`src/rtl/mbus_regif.sv`:
```
module mbus_regif #(
  parameter int ADDR_W     = 9,
  parameter int DATA_W     = 8,
  parameter int NUM_REGS   = 16,
  parameter int SETTLE_CYC = 2
) (
  input  logic              clk,
  input  logic              rst,
  input  logic              as_n,
  input  logic              cs_n,
  input  logic              ds_n,
  input  logic              rw,
  input  logic [ADDR_W-1:0] addr,
  input  logic [DATA_W-1:0] d_in,
  output logic [DATA_W-1:0] d_out,
  output logic              d_oe,
  output logic              rdy,
  output logic              wr_stb,
  output logic [ADDR_W-1:0] wr_addr,
  output logic [DATA_W-1:0] wr_data
);
  localparam int IDX_W = (NUM_REGS > 1) ? $clog2(NUM_REGS) : 1;
  localparam int CNT_W = $clog2(SETTLE_CYC + 1);
  localparam logic [ADDR_W:0]  LIMIT = (ADDR_W + 1)'(NUM_REGS);
  localparam logic [CNT_W-1:0] LAST  = CNT_W'(SETTLE_CYC - 1);

  typedef enum logic [1:0] {S_IDLE, S_SETTLE, S_ACK} st_t;

  logic [1:0]        as_sy, cs_sy, ds_sy, rw_sy;
  logic [ADDR_W-1:0] a_m, a_s, a_lat;
  logic [DATA_W-1:0] d_m, d_s;
  logic              as_q, ds_q;
  logic              as_s, cs_s, ds_s, rw_s;
  logic              as_rise, ds_fall, in_range, rd_cyc;
  logic [CNT_W-1:0]  cnt;
  logic [IDX_W-1:0]  idx;
  logic [DATA_W-1:0] bank [NUM_REGS];
  st_t               st;

  assign as_s = as_sy[1];
  assign cs_s = cs_sy[1];
  assign ds_s = ds_sy[1];
  assign rw_s = rw_sy[1];

  always_ff @(posedge clk) begin
    if (rst) begin
      as_sy <= 2'b11;
      cs_sy <= 2'b11;
      ds_sy <= 2'b11;
      rw_sy <= 2'b11;
      as_q  <= 1'b1;
      ds_q  <= 1'b1;
      a_m   <= '0;
      a_s   <= '0;
      d_m   <= '0;
      d_s   <= '0;
    end else begin
      as_sy <= {as_sy[0], as_n};
      cs_sy <= {cs_sy[0], cs_n};
      ds_sy <= {ds_sy[0], ds_n};
      rw_sy <= {rw_sy[0], rw};
      as_q  <= as_s;
      ds_q  <= ds_s;
      a_m   <= addr;
      a_s   <= a_m;
      d_m   <= d_in;
      d_s   <= d_m;
    end
  end

  assign as_rise  = as_s & ~as_q & ~cs_s;
  assign ds_fall  = ~ds_s & ds_q & ~cs_s;
  assign in_range = {1'b0, a_lat} < LIMIT;
  assign idx      = a_lat[IDX_W-1:0];

  always_ff @(posedge clk) begin
    if (rst)          a_lat <= '0;
    else if (as_rise) a_lat <= a_s;
  end

  always_ff @(posedge clk) begin
    if (rst) begin
      st      <= S_IDLE;
      cnt     <= '0;
      rd_cyc  <= 1'b0;
      d_oe    <= 1'b0;
      rdy     <= 1'b0;
      wr_stb  <= 1'b0;
      wr_addr <= '0;
      wr_data <= '0;
    end else begin
      wr_stb <= 1'b0;
      case (st)
        S_IDLE: if (ds_fall) begin
          st     <= S_SETTLE;
          cnt    <= '0;
          rd_cyc <= rw_s;
          d_oe   <= rw_s;
        end
        S_SETTLE: begin
          if (ds_s) begin
            st   <= S_IDLE;
            d_oe <= 1'b0;
          end else if (cnt == LAST) begin
            st  <= S_ACK;
            rdy <= 1'b1;
            if (!rd_cyc) begin
              wr_stb  <= 1'b1;
              wr_addr <= a_lat;
              wr_data <= d_s;
            end
          end else begin
            cnt <= cnt + 1'b1;
          end
        end
        S_ACK: if (ds_s) begin
          st   <= S_IDLE;
          rdy  <= 1'b0;
          d_oe <= 1'b0;
        end
        default: st <= S_IDLE;
      endcase
    end
  end

  for (genvar g = 0; g < NUM_REGS; g++) begin : g_bank
    always_ff @(posedge clk) begin
      if (rst)
        bank[g] <= '0;
      else if (st == S_SETTLE && !ds_s && cnt == LAST && !rd_cyc && in_range
               && idx == IDX_W'(g))
        bank[g] <= d_s;
    end
  end

  assign d_out = in_range ? bank[idx] : '0;
endmodule


```
`config.mk`:
```
export PLATFORM = sky130hd
export DESIGN_NAME = mbus_regif
export DESIGN_NICKNAME = d
export VERILOG_FILES = /design/src/rtl/mbus_regif.sv
export SDC_FILE = /design/constraint.sdc
export NUM_CORES = 1
export LEC_CHECK = 0
export ABC_AREA = 1
export BUFFER_PORTS_ARGS = -buffer_cell sky130_fd_sc_hd__buf_4
export CAP_MARGIN = 15
export CORE_MARGIN = 10
export CORE_UTILIZATION = 63
export CTS_BUF_LIST = sky130_fd_sc_hd__clkbuf_8
export CTS_CLUSTER_SIZE = 20
export DETAILED_ROUTE_END_ITERATION = 10
export PLACE_DENSITY = 0.85
export SLEW_MARGIN = 20
export SYNTH_ARGS = -nofsm -noshare
export SYNTH_HDL_FRONTEND = slang
export SYNTH_SLANG_ARGS = --single-unit
```
`constraint.sdc`:
```
create_clock -name clk -period 3.27 [get_ports clk]
set_clock_uncertainty 0.05 [all_clocks]
set_input_delay 0 -clock clk [delete_from_list [all_inputs] [get_ports clk]]
set_output_delay 0 -clock clk [all_outputs]
set_load 0.01 [all_outputs]
```
Word-level counts from Yosys, hierarchy flattened
Memory sizes are Yosys's and may differ from the RTL's. A register that Yosys moved wholly into a read port is not among the register bits.
Cells that the tools add are included.
Operators by class
  bitwise logic cells: 26
  magnitude comparators: 1
  muxes and demuxes: 85
  reductions and logical operators: 35
  $add $sub $neg: 1
  equality and inequality tests: 25
Operator list (count)
  8-bit two-way mux: 17
  1-bit two-way mux: 55
  4-bit equality test, second input constant: 8
  1-bit logical AND: 20
  4-bit by 3-bit equality test with 1-bit output, second input constant: 4
  1-bit bitwise OR: 16
  2-bit two-way mux: 7
  4-bit AND reduction: 3
  9-bit by 5-bit < comparator with 1-bit output, second input constant: 1
  4-bit by 2-bit equality test with 1-bit output, second input constant: 2
  4-bit two-way mux: 2
  2-bit != test, second input constant: 4
  1-bit inverter: 6
  2-bit case mux with 3 select lines: 1
  3-bit AND reduction: 2
  2-bit nonzero test: 3
  1-bit bitwise AND: 4
  2-bit by 1-bit equality test with 1-bit output, second input constant: 2
  4-bit by 1-bit equality test with 1-bit output, second input constant: 1
  4-bit zero test: 1
  2-bit by 1-bit != test with 1-bit output, second input constant: 2
  1-bit case mux with 2 select lines: 2
  2-bit case mux with 2 select lines: 1
  4-bit OR reduction: 1
  other kinds (7): 8
Storage, ports and cells
  bits in writable memories: 128
  output and inout port bits: 28
  register bits after elaboration: 78
  memories: 1
  logic and storage cells: 193
Memories
  bank: depth 16, width 8, read ports 1, clocked after memory_dff 1, write ports 16, RTL line 37  | logic [DATA_W-1:0] bank [NUM_REGS];

Logic depth before layout (Yosys ltp)
Gate-level depths: netlist (run 1).
  depth after elaboration: 10
  depth in mapped cells: 9

Worst setup path after synthesis (run 1)
Ideal clock, no wire load.
  path kind: flip-flop to flip-flop
  from: reg st[1]
  to: mem bank[0][0] (enable)
  cell stages (with the launch flop): 9
  slack: 0.984 ns
  arrival time: 1.852 ns
  library setup time: 0.384 ns
  buffers on the path: 0
  cells stage by stage: dfxtp_1 inv_1 ha_1 inv_2 nor2_4 nand3_4 nor2_4 nand3_1 o21ai_0
RTL lines
  start: declaration: RTL line 38  | st_t st;
  start signal: assignment: RTL line 83  | st <= S_IDLE;
  start signal: assignment: RTL line 95  | st <= S_SETTLE;
  start signal: assignment: RTL line 102  | st <= S_IDLE;
  end: declaration: RTL line 37

==> results.md, run 1 <==
* Cts bufs inserted at 31
* VDD IR-drop max at around 0.00043 V
* Synth area leaders: edfxtp_1, dfxtp_1, nand2_1
* # fillers at 895
* Net Sw Frac at roughly a quarter
* Number of synthesis warnings at 0
* WL per Instance at between 15 and 20 um
* Hold Crit Class: register to register
* Port Buffers at 50
* Slew margin rel. at approximately a quarter
* Netlist cell types at 26
* Share of total power in the clock network at roughly two fifths
* CP endpoint kind: output pin
* Status: finished clean
* Worst Path Arrival at between 2 and 3 ns
* Seq. cell area at 0.00549 mm2
* Post-CTS Setup Inserts at 0
* Clock-pin slew on the worst setup and hold paths at ~0.060 ns
* DRT iter0 DRCs at ~1,000
* Initial antenna violation count at 0
* Detailed Routing Iterations Pass 1 at 8
* FP Rows at 44
* RSZ-0062 raised after global routing: no
* Largest net degree at the start of global routing at 65
* Seq cells post-synth at 210
* Netlist Area Pre-Place at ~0.0093 mm2
* Die width at 141 um
* Hold violation count in the final report at 0
* R2r worst-path depth at 8
* Post-route ant nets at 0
* Critical Path Fanout Max at between 60 and 70
* Multi-input logic area at slightly below 0.003 mm2
* Via/cell ratio at around 5.6
* Routability cong. at between 0.8 and 0.9
* GRT Overall Usage at 23.6%
* Setup crit start kind: register
* Worst flop-to-flop path endpoint: bank[13][4]$_SDFFCE_PN0P_
* Area of the die at roughly 0.02 mm2
* Clk root buf: clkbuf_8
* Critical Path RT at 3.22 ns
* Fmax achieved at 0.372 GHz
* # IOs at between 50 and 60
* Sequential Power Share at 52.8%
* Antenna cells at 0
* Min-delay src: d_m[4]$_SDFF_PP0_
* Gate power share at 9.0%
* TritonCTS clock tree: yes
* Post-synthesis sequential area ratio at about three fifths
* Worst Setup EP: d_out[3]
* Core Area at between 0.01 and 0.015 mm2
* Sw Pwr at ~0.0014 W
* Pleak at between 4 and 5 nW
* Max Cap Viol at 0
* Synth area leader: edfxtp_1
* Slew of the pin with the lowest slew margin at approximately 1.1 ns
* Skew-Pair Late Insertion Delay at 0.57 ns
* Critical Setup Path Class: register to output pin
* Top cell type's share of synthesized area at ~41%
* Design Power at 0.00560 W
* Clock buffer depth at 3
* Global-route wire length before repair at about 38,000 um
* Mapped Cells at between 1,000 and 1,500
* Proportion of layout cells with a drive suffix above 1 at between 10% and 20%
* CTS H-Tree Depth at 1
* Die Ht at ~140 um
* Reg2reg start: st[1]$_SDFFE_PP0P_
* Minimum clock period at between 2 and 3 ns
* Vias in the first global route at between 7,000 and 8,000
* Vias at between 7,000 and 8,000
* Setup TNS at 0 ns
* Post-Syn Nets at between 1,000 and 1,500
* Pins Over Slew Limit at 0
* Power density over the cells at about 520 mW/mm2
* Clk sink count at 210
* Endpoints failing setup at 0
* Initial core utilization at a little under two thirds
* Syn Area/Cell at ~9 um2
* Layout area overhead at 17.1%
* Power Internal at 0.00421 W
* Nets at roughly 1,200
* Drt drc at 0
* HPWL Detailed at 13,500 um
* Routed WL at 24,200 um
* Fin crit share at 82.1%
* R2R Setup Slk at ~0.67 ns
* Grt ovf at 0
* Worst hold margin at 0.354 ns
[worst max-delay path, cell delays in order, from the launching register on]
cell and delay [ns]:
dfxtp_2 0.32, inv_2 0.80, nand2_1 0.18, nand3_1 0.13, nand3_1 0.13, nand2_1 0.14, nand2_1 0.06, nand2_1 0.10
nor2_1 0.06, buf_4 0.14
[power by group through the flow]
stage                     Clock [W]  Sequential (W)  Combinational (W)
after CTS                   0.00212         0.00295           0.000473
after floorplan                   0         0.00300           0.000286
after global routing        0.00224         0.00296           0.000550
final                       0.00214         0.00295           0.000505
after detailed placement          0         0.00301           0.000427
after global placement            0         0.00300           0.000413
[per-layer routing]
layer / wire (um) / vias to the layer above / track usage, %
li1: - / 3439 / -
met1: 8910 / 3455 / 28.3
met2: 11900 / 474 / 40.7
met3: 2360 / 93 / 4.14
met4: 1040 / 0 / 10.6
met5: 0 / - / 0
[what timing repair did]
item	4_1_cts	5_1_grt
hold endpoints to repair	43	0
hold buffers	43	0
gates resized for setup	0	0
[worst min-delay path by stage]
stage	to	slack [ns]	cells past startpoint
detailed placement	as_sy[0]$_SDFF_PP1_	0.14	2
global route	d_s[4]$_SDFF_PP0_	0.36	2
global placement	cs_sy[0]$_SDFF_PP1_	0.14	2
CTS	d_s[4]$_SDFF_PP0_	0.35	2
floorplan	as_sy[0]$_SDFF_PP1_	0.05	1
finish	d_s[4]$_SDFF_PP0_	0.35	2
[state kept, by name, indices dropped and copies added (netlist names), 2 cells and up, named ones only]
signal and cells:
rw_sy 2, d_m 8, a_m 9, as_sy 2, a_s 9, a_lat 9, cs_sy 2, wr_data 8
wr_addr 9, d_s 8, ds_sy 2, bank 128, st 2, cnt 2
[kinds of logic after synthesis]
family	synth area share (%)
simple gates	25.8
flops	59.2
fa+ha+maj	0.675
compound gates	4.67
buf+inv	9.66
[cell type report]
| cell class | count | area share [%] |
|---|---|---|
| Sequential cell | 210 | 50.6 |
| Timing Repair Buffer | 108 | 8.46 |
| Multi-Input combinational cell | 589 | 26.6 |
| Clock buffer | 41 | 5.20 |
| Tap cell | 184 | 2.12 |
| Clock inverter | 16 | 0.646 |
| Inverter | 186 | 6.43 |
[cell usage after synthesis]
| master | count |
|---|---|
| edfxtp_1 | 128 |
| clkbuf_1 | 29 |
| buf_4 | 1 |
| nor2_8 | 2 |
| nand4_4 | 14 |
| o21ai_0 | 42 |
| clkinv_1 | 8 |
| a21oi_1 | 39 |
| nor2_1 | 172 |
| o21ai_1 | 4 |
| inv_1 | 175 |
| nand3_4 | 1 |
| nand3_1 | 93 |
| dfxtp_1 | 82 |
| nand4_2 | 3 |
| nand2_1 | 187 |
| nor2_4 | 4 |
| buf_1 | 4 |
| inv_2 | 3 |
| or2_2 | 8 |
| buf_2 | 13 |
| nand4_1 | 2 |
| ha_1 | 5 |
| nor2_2 | 11 |
| o211ai_1 | 1 |
| nor3_1 | 1 |
[cell usage in the layout, fill, tap and decap left out, drive strengths merged]
cell,n
nand3,94
edfxtp,128
clkinv,13
nor2,189
clkinvlp,1
buf,65
clkbuf,41
a21oi,39
ha,5
or2,8
dfxtp,82
inv,188
dlygate4sd3,43
o21ai,46
o211ai,1
nand4,19
nor3,1
nand2,187
[metrics by stage]
step	setup WS, ns	std cells	instance area [um2]	util (%)
final	0.584	1334	10900	74.9
after global routing	0.462	1334	10900	74.9
after CTS	0.603	1334	10900	74.9
after detailed placement	0.760	1234	9790	67.6
after global placement	0.846	1234	9790	67.6
after floorplan	0.984	1032	9260	-
(Power assumes the default switching activity.)
==> inputs of run 2 (changes only) <==
--- a/config.mk
+++ b/config.mk
@@ -5,7 +5,7 @@
 export SDC_FILE = /design/constraint.sdc
 export NUM_CORES = 1
 export LEC_CHECK = 0
-export ABC_AREA = 1
+export ABC_AREA = 0
 export BUFFER_PORTS_ARGS = -buffer_cell sky130_fd_sc_hd__buf_4
 export CAP_MARGIN = 15
 export CORE_MARGIN = 10
==> constraint.sdc (replaced) <==
create_clock -name clk -period 2.5 [get_ports clk]
set_clock_uncertainty 0.05 [all_clocks]
set_input_delay 0 -clock clk [delete_from_list [all_inputs] [get_ports clk]]
set_output_delay 0 -clock clk [all_outputs]
set_load 0.01 [all_outputs]
==> results.md, run 2 <==
* Status: finished clean
* Most frequent cells in the layout: and2_1, edfxtp_1, dfxtp_1
* Largest family of logic cells by synthesized area: simple AND/OR/NAND/NOR gates
* Post-CTS Setup Inserts at 0 (unchanged)
* Clock buffer depth at 3 (unchanged)
* Simple-gate share of the synthesized area at 19.5% (-6.2 points)
* Max reg flops at 128 (unchanged)
* Seq cells post-synth at 210 (unchanged)
* Routed WL at 19,500 um (-19%)
* Vias at 5,494 (-26%)
* Die Ht at 138 um (-2.2%)
* Largest net degree at the start of global routing at 57 (-12%)
* Layout area overhead at 18.4%
* Post-route ant nets at 0 (unchanged)
* Synth area leader: edfxtp_1
* Power density over the cells at 640 mW/mm2 (+24%)
* # IOs at 51 (unchanged)
* Initial antenna violation count at 0 (unchanged)
* # fillers at 816 (-8.8%)
* Biggest register: bank
* Routability cong. at 0.800 (-5.5%)
* Nets at 776 (-33%)
* Netlist Area Pre-Place at 0.00880 mm2 (-5.0%)
* Critical Path Fanout Max at 16 (-75%)
* Mapped Cells at 653 (-37%)
* Hold Crit Class: primary input to register
* Via/cell ratio at 5.76 (+3.1%)
* Post-synth EDFFs at 128 (unchanged)
* Critical Path RT at 2.45 ns (-0.77 ns)
* TritonCTS clock tree: yes
* Number of synthesis warnings at 0 (unchanged)
* Initial core utilization at 63.9% (-0.11 points)
* FP Rows at 43 (-2.3%)
* Pins Over Slew Limit at 0 (unchanged)
* RSZ-0062 raised after global routing: no
* Primary FF master, synth: edfxtp_1
* Pleak at 3.87 nW (-17%)
* CTS H-Tree Depth at 1 (unchanged)
* Syn Area/Cell at 13.5 um2 (+50%)
* Netlist cell types at 40 (+54%)
* Drt drc at 0 (unchanged)
* Worst Path Arrival at 2.38 ns (-0.26 ns)
* Top cell type's share of synthesized area at 43.7% (+2.2 points)
* HPWL Detailed at 12,500 um (-7.3%)
* Antenna cells at 0 (unchanged)
* Post-Syn Nets at 681 (-36%)
* Critical Setup Path Class: register to output pin
* DP Cell Count at 865 (-30%)
* Hold violation count in the final report at 0 (unchanged)
* Fmax achieved at 0.411 GHz
* Setup crit start kind: register
* DRT iter0 DRCs at 659 (-34%)
* Detailed Routing Iterations Pass 1 at 5 (-3)
* Fin crit share at between 90 and 100%
* Die width at 138 um (-2.2%)
* VDD IR-drop max at 0.000439 V (+3.1%)
* Clk sink count at 210 (unchanged)
* Proportion of layout cells with a drive suffix above 1 at 24.3% (+10 points)
* Non-Filler Instances at 953 (-29%)
* Synth Area in XOR/XNOR at 0% (unchanged)
* Compound-gate portion of the synthesized area at 4.40% (-0.28 points)
* Clock-pin slew on the worst setup and hold paths at 0.06 ns (about the same)
* Vias in the first global route at 5,770 (-23%)
* Worst hold margin at 0.135 ns (-0.219 ns)
* Clk root buf: clkbuf_8
* Grt ovf at 0 (unchanged)
* GRT Overall Usage at 19.7% (-3.9 points)
* Mux cell area share after synthesis at 10.5% (+10 points)
* Minimum clock period at between 2 and 2.5 ns
* Skew-Pair Late Insertion Delay at 0.55 ns (-0.02 ns)
* Slew margin rel. at 46.6% (+23 points)
* Slew of the pin with the lowest slew margin at 0.799 ns (-0.350 ns)
* WL per Instance at 20.5 um (+13%)
* Max Cap Viol at 0 (unchanged)
* CP endpoint kind: output pin
* Core Area at 0.0138 mm2 (-4.9%)
* Area of the die at 0.0191 mm2 (-4.3%)
* Post-synthesis sequential area ratio at 62.4% (+3.1 points)
* Cts bufs inserted at 31 (unchanged)
* Global-route wire length before repair at 30,900 um (-19%)
* Synth area leaders: edfxtp_1, dfxtp_1, and2_1
* List of most frequent post-synthesis cells: and2_1, edfxtp_1, dfxtp_1, nor2b_1, nand2_1
* Post-Synth Adder-Cell Area at 0.711% (+0.036 points)
* Endpoints failing setup at 0 (unchanged)
* Port Buffers at 50 (unchanged)
* Final core occ at 75.6% (+0.68 points)
* Asr flop ratio synth at 0% (unchanged)
run 2: power by group:
group | total, W | leakage (nW) | internal (W) | switching [W]
logic | 0.000255 | 1.51 | 0.000134 | 0.000122
clock network | 0.00258 | 0.373 | 0.00136 | 0.00122
registers | 0.00383 | 1.99 | 0.00377 | 0.0000663
total | 0.00667 | 3.87 | 0.00526 | 0.00140
run 2: layout make-up:
type                            instances  area [um2]  share of cell area (%)
Multi-Input combinational cell        390        3150                    30.2
Clock buffer                           38         523                    5.02
Sequential cell                       210        5490                    52.7
Timing Repair Buffer                  108         927                    8.90
Clock inverter                         20        80.1                   0.769
Tap cell                              180         225                    2.16
Inverter                                7        26.3                   0.252
run 2: cell families after synthesis:
group	after synthesis
simple gates	271
flops	210
compound gates	62
buf+inv	53
mux	52
fa+ha+maj	5
run 2: final timing paths:
check                   startpoint                       end  slack (ns)  cells past startpoint
max                       register                  d_out[7]        0.07                      6
min reg2reg    as_sy[0]$_SDFF_PP1_       as_sy[1]$_SDFF_PP1_        0.36                      1
min                           as_n       as_sy[0]$_SDFF_PP1_        0.13                      3
max reg2reg  a_lat[4]$_SDFFE_PP0N_  bank[0][1]$_SDFFCE_PN0P_        0.11                      5
run 2: metrics by stage:
step                setup TNS [ns]  worst slack [ns]  total power (W)  instance area [um2]
finish                           0            0.0663          0.00667                10400
floorplan                    -3.89           -0.0837          0.00400                 8810
detailed placement               0             0.144          0.00412                 9450
global route                     0           0.00434          0.00687                10400
CTS                              0           0.00188          0.00669                10400
global placement                 0             0.222          0.00410                 9450
run 2: timing repair:
| action | CTS | global route |
|---|---|---|
| endpoints found under the hold margin | 39 | 0 |
| hold buffers | 29 | 0 |
| cloned | 1 | 0 |
| setup endpoints to repair | 3 | 50 |
| gates resized for setup | 4 | 6 |
run 2: worst max-delay path, cell delays in order, from the launching register on:
cell	delay (ns)
dfxtp_2	0.39
buf_12	0.20
mux4_2	0.51
nor2b_1	0.15
a211oi_1	0.31
a211oi_1	0.09
buf_4	0.18
run 2: per-layer routing:
layer / GRT usage, % / vias up / wire length [um]
li1: - / 2515 / -
met1: 24.5 / 2692 / 7730
met2: 33.8 / 244 / 9860
met3: 3.90 / 43 / 1500
met4: 6.49 / 0 / 428
met5: 0 / - / 0
==> inputs of run 3 (changes only) <==
--- a/config.mk
+++ b/config.mk
@@ -9,11 +9,11 @@
 export BUFFER_PORTS_ARGS = -buffer_cell sky130_fd_sc_hd__buf_4
 export CAP_MARGIN = 15
 export CORE_MARGIN = 10
-export CORE_UTILIZATION = 63
+export CORE_UTILIZATION = 60
 export CTS_BUF_LIST = sky130_fd_sc_hd__clkbuf_8
 export CTS_CLUSTER_SIZE = 20
 export DETAILED_ROUTE_END_ITERATION = 10
-export PLACE_DENSITY = 0.85
+export PLACE_DENSITY = 0.82
 export SLEW_MARGIN = 20
 export SYNTH_ARGS = -nofsm -noshare
 export SYNTH_HDL_FRONTEND = slang
==> results.md, run 3 (synthesis gave the netlist of run 2 again) <==
* Status: finished clean
* Antenna cells at 0 (unchanged)
* Grt ovf at 0 (unchanged)
* Clk sink count at 210 (unchanged)
* VDD IR-drop max at 0.000506 V (+15%)
* Slew margin rel. at 50.5% (+3.9 points)
* # fillers at 950 (+16%)
* # IOs at 51 (unchanged)
* Most frequent cells in the layout: and2_1, edfxtp_1, dfxtp_1
* Hold violation count in the final report at 0 (unchanged)
* Initial antenna violation count at 0 (unchanged)
* Critical Path RT at 2.45 ns (about the same)
* Pleak at 3.87 nW (about the same)
* Layout area overhead at 19.2%
* Via/cell ratio at 5.61 (-2.7%)
* Setup crit start kind: register
* Reg2reg start: st[1]$_SDFFE_PP0P_
* Clk root buf: clkbuf_8
* Area of the die at 0.0199 mm2 (+4.3%)
* Clock buffer depth at 3 (unchanged)
* Min-delay src: cs_n
* CTS H-Tree Depth at 1 (unchanged)
* Critical Setup Path Class: register to output pin
* WL per Instance at 19.8 um (-3.3%)
* Largest net degree at the start of global routing at 48 (-16%)
* Worst Path Arrival at 2.34 ns (-0.04 ns)
* TritonCTS clock tree: yes
* Worst flop-to-flop path endpoint: bank[4][0]$_SDFFCE_PN0P_
* Hold Crit Class: primary input to register
* Fmax achieved at 0.419 GHz (+2.0%)
* Cell area after layout at 0.0105 mm2 (+0.65%)
* Post-DP Area at 0.00945 mm2 (about the same)
* Slew of the pin with the lowest slew margin at 0.741 ns (-0.0582 ns)
* Drt drc at 0 (unchanged)
* DRT iter0 DRCs at 450 (-32%)
* Dpl ws at 0.145 ns (+0.000890 ns)
* HPWL Detailed at 12,300 um (-1.5%)
* Cts bufs inserted at 31 (unchanged)
* Max reg flops at 128 (unchanged)
* RSZ-0062 raised after global routing: yes
* Global-route wire length before repair at 30,600 um (-0.69%)
* WHS Endpoint: cs_sy[0]$_SDFF_PP1_
* FP Rows at 44 (+2.3%)
* Power density over the cells at 644 mW/mm2 (+0.52%)
* Die width at 141 um (+2.1%)
* Routed WL at 19,000 um (-2.8%)
* Clock-pin slew on the worst setup and hold paths at 0.07 ns (about the same)
* Worst setup margin at 0.113 ns (+0.0466 ns)
* Nets at 779 (+0.39%)
* Core Area at 0.0144 mm2 (+4.7%)
* Endpoints failing setup at 0 (unchanged)
* Routability cong. at 0.842 (+5.3%)
* Worst hold margin at 0.122 ns (-0.0126 ns)
* Post-route ant nets at 0 (unchanged)
* Vias in the first global route at 5,770 (unchanged)
* Max Cap Viol at 0 (unchanged)
* R2r worst-path depth at 6 (+1)
* Critical Path Fanout Max at 11 (-5)
* DP Cell Count at 869 (+0.46%)
* Proportion of layout cells with a drive suffix above 1 at 25.5% (+1.1 points)
* WHS Path Cells at 3 (unchanged)
* Pins Over Slew Limit at 0 (unchanged)
* Non-Filler Instances at 958 (+0.52%)
* Biggest register: bank
* Initial core utilization at 61.0% (-2.9 points)
* Skew-Pair Late Insertion Delay at 0.56 ns (about the same)
* Fin crit share at 95.5% (-1.9 points)
* R2R Setup Slk at 0.14 ns (+0.03 ns)
* Port Buffers at 50 (unchanged)
* Die Ht at 141 um (+2.1%)
* Minimum clock period at 2.39 ns (-0.0466 ns)
* GRT Overall Usage at 19.3% (-0.48 points)
* CP endpoint kind: output pin
* Vias at 5,373 (-2.2%)
* Detailed Routing Iterations Pass 1 at 5 (unchanged)
run 3: cell count changes in the layout (fill, tap and decap cells not counted), sizes merged:
cell    change
clkbuf      -3
bufinv      +1
clkinv      +8
buf         +4
inv         -9
run 3: routing by layer:
| layer | global-route usage (%) | vias up | wire length (um) |
|---|---|---|---|
| met5 | 0 | - | 0 |
| met4 | 7.50 | 0 | 531 |
| met3 | 4.64 | 33 | 1310 |
| met2 | 33.0 | 180 | 9650 |
| met1 | 22.8 | 2645 | 7490 |
| li1 | - | 2515 | - |
run 3: through the flow:
stage,TNS [ns],util (%),power (W)
detailed placement,0,65.5,0.00411
global route,-0.306,72.7,0.00698
floorplan,-3.89,-,0.00400
CTS,-0.000619,72.3,0.00678
global placement,0,65.5,0.00410
finish,0,72.7,0.00675
run 3: worst max-delay path by stage:
stage / cells past startpoint / endpoint / slack (ns) / from
floorplan: 8 / bank[15][0]$_SDFFCE_PN0P_ / -0.08 / st[1]$_SDFFE_PP0P_
global placement: 4 / bank[5][2]$_SDFFCE_PN0P_ / 0.23 / a_lat[4]$_SDFFE_PP0N_
detailed placement: 4 / bank[5][2]$_SDFFCE_PN0P_ / 0.14 / a_lat[4]$_SDFFE_PP0N_
CTS: 6 / d_out[7] / -0.0006 / register
global route: 6 / bank[4][0]$_SDFFCE_PN0P_ / -0.03 / st[1]$_SDFFE_PP0P_
finish: 6 / d_out[6] / 0.11 / register
run 3: final cells by class:
| class | instances | area [um2] | share of cell area (%) |
|---|---|---|---|
| multi-input cells | 390 | 3170 | 30.2 |
| repair buffers | 111 | 960 | 9.15 |
| well taps | 184 | 230 | 2.20 |
| inverters | 7 | 26.3 | 0.251 |
| clock buffers | 36 | 495 | 4.73 |
| flip-flops and latches | 210 | 5490 | 52.4 |
| clock inverters | 20 | 110 | 1.05 |
run 3: repair_timing:
item,CTS,global route
gates resized for setup,4,11
endpoints found under the setup margin,8,35
hold buffers,29,0
hold endpoints to repair,44,0
gates cloned,1,0
buffers inserted,3,0
run 3: worst max-delay path: stages (launching register included):
cell and delay, ns:
dfxtp_4 0.39, buf_12 0.16, mux4_2 0.53, nor2b_1 0.16, a211oi_2 0.27, a211oi_1 0.09
buf_4 0.19
run 3: power breakdown:
group / switching, W / leakage [nW] / total, W / internal (W)
sequential: 0.0000588 / 1.99 / 0.00382 / 0.00376
clock: 0.00126 / 0.345 / 0.00267 / 0.00141
combinational: 0.000123 / 1.54 / 0.000258 / 0.000135
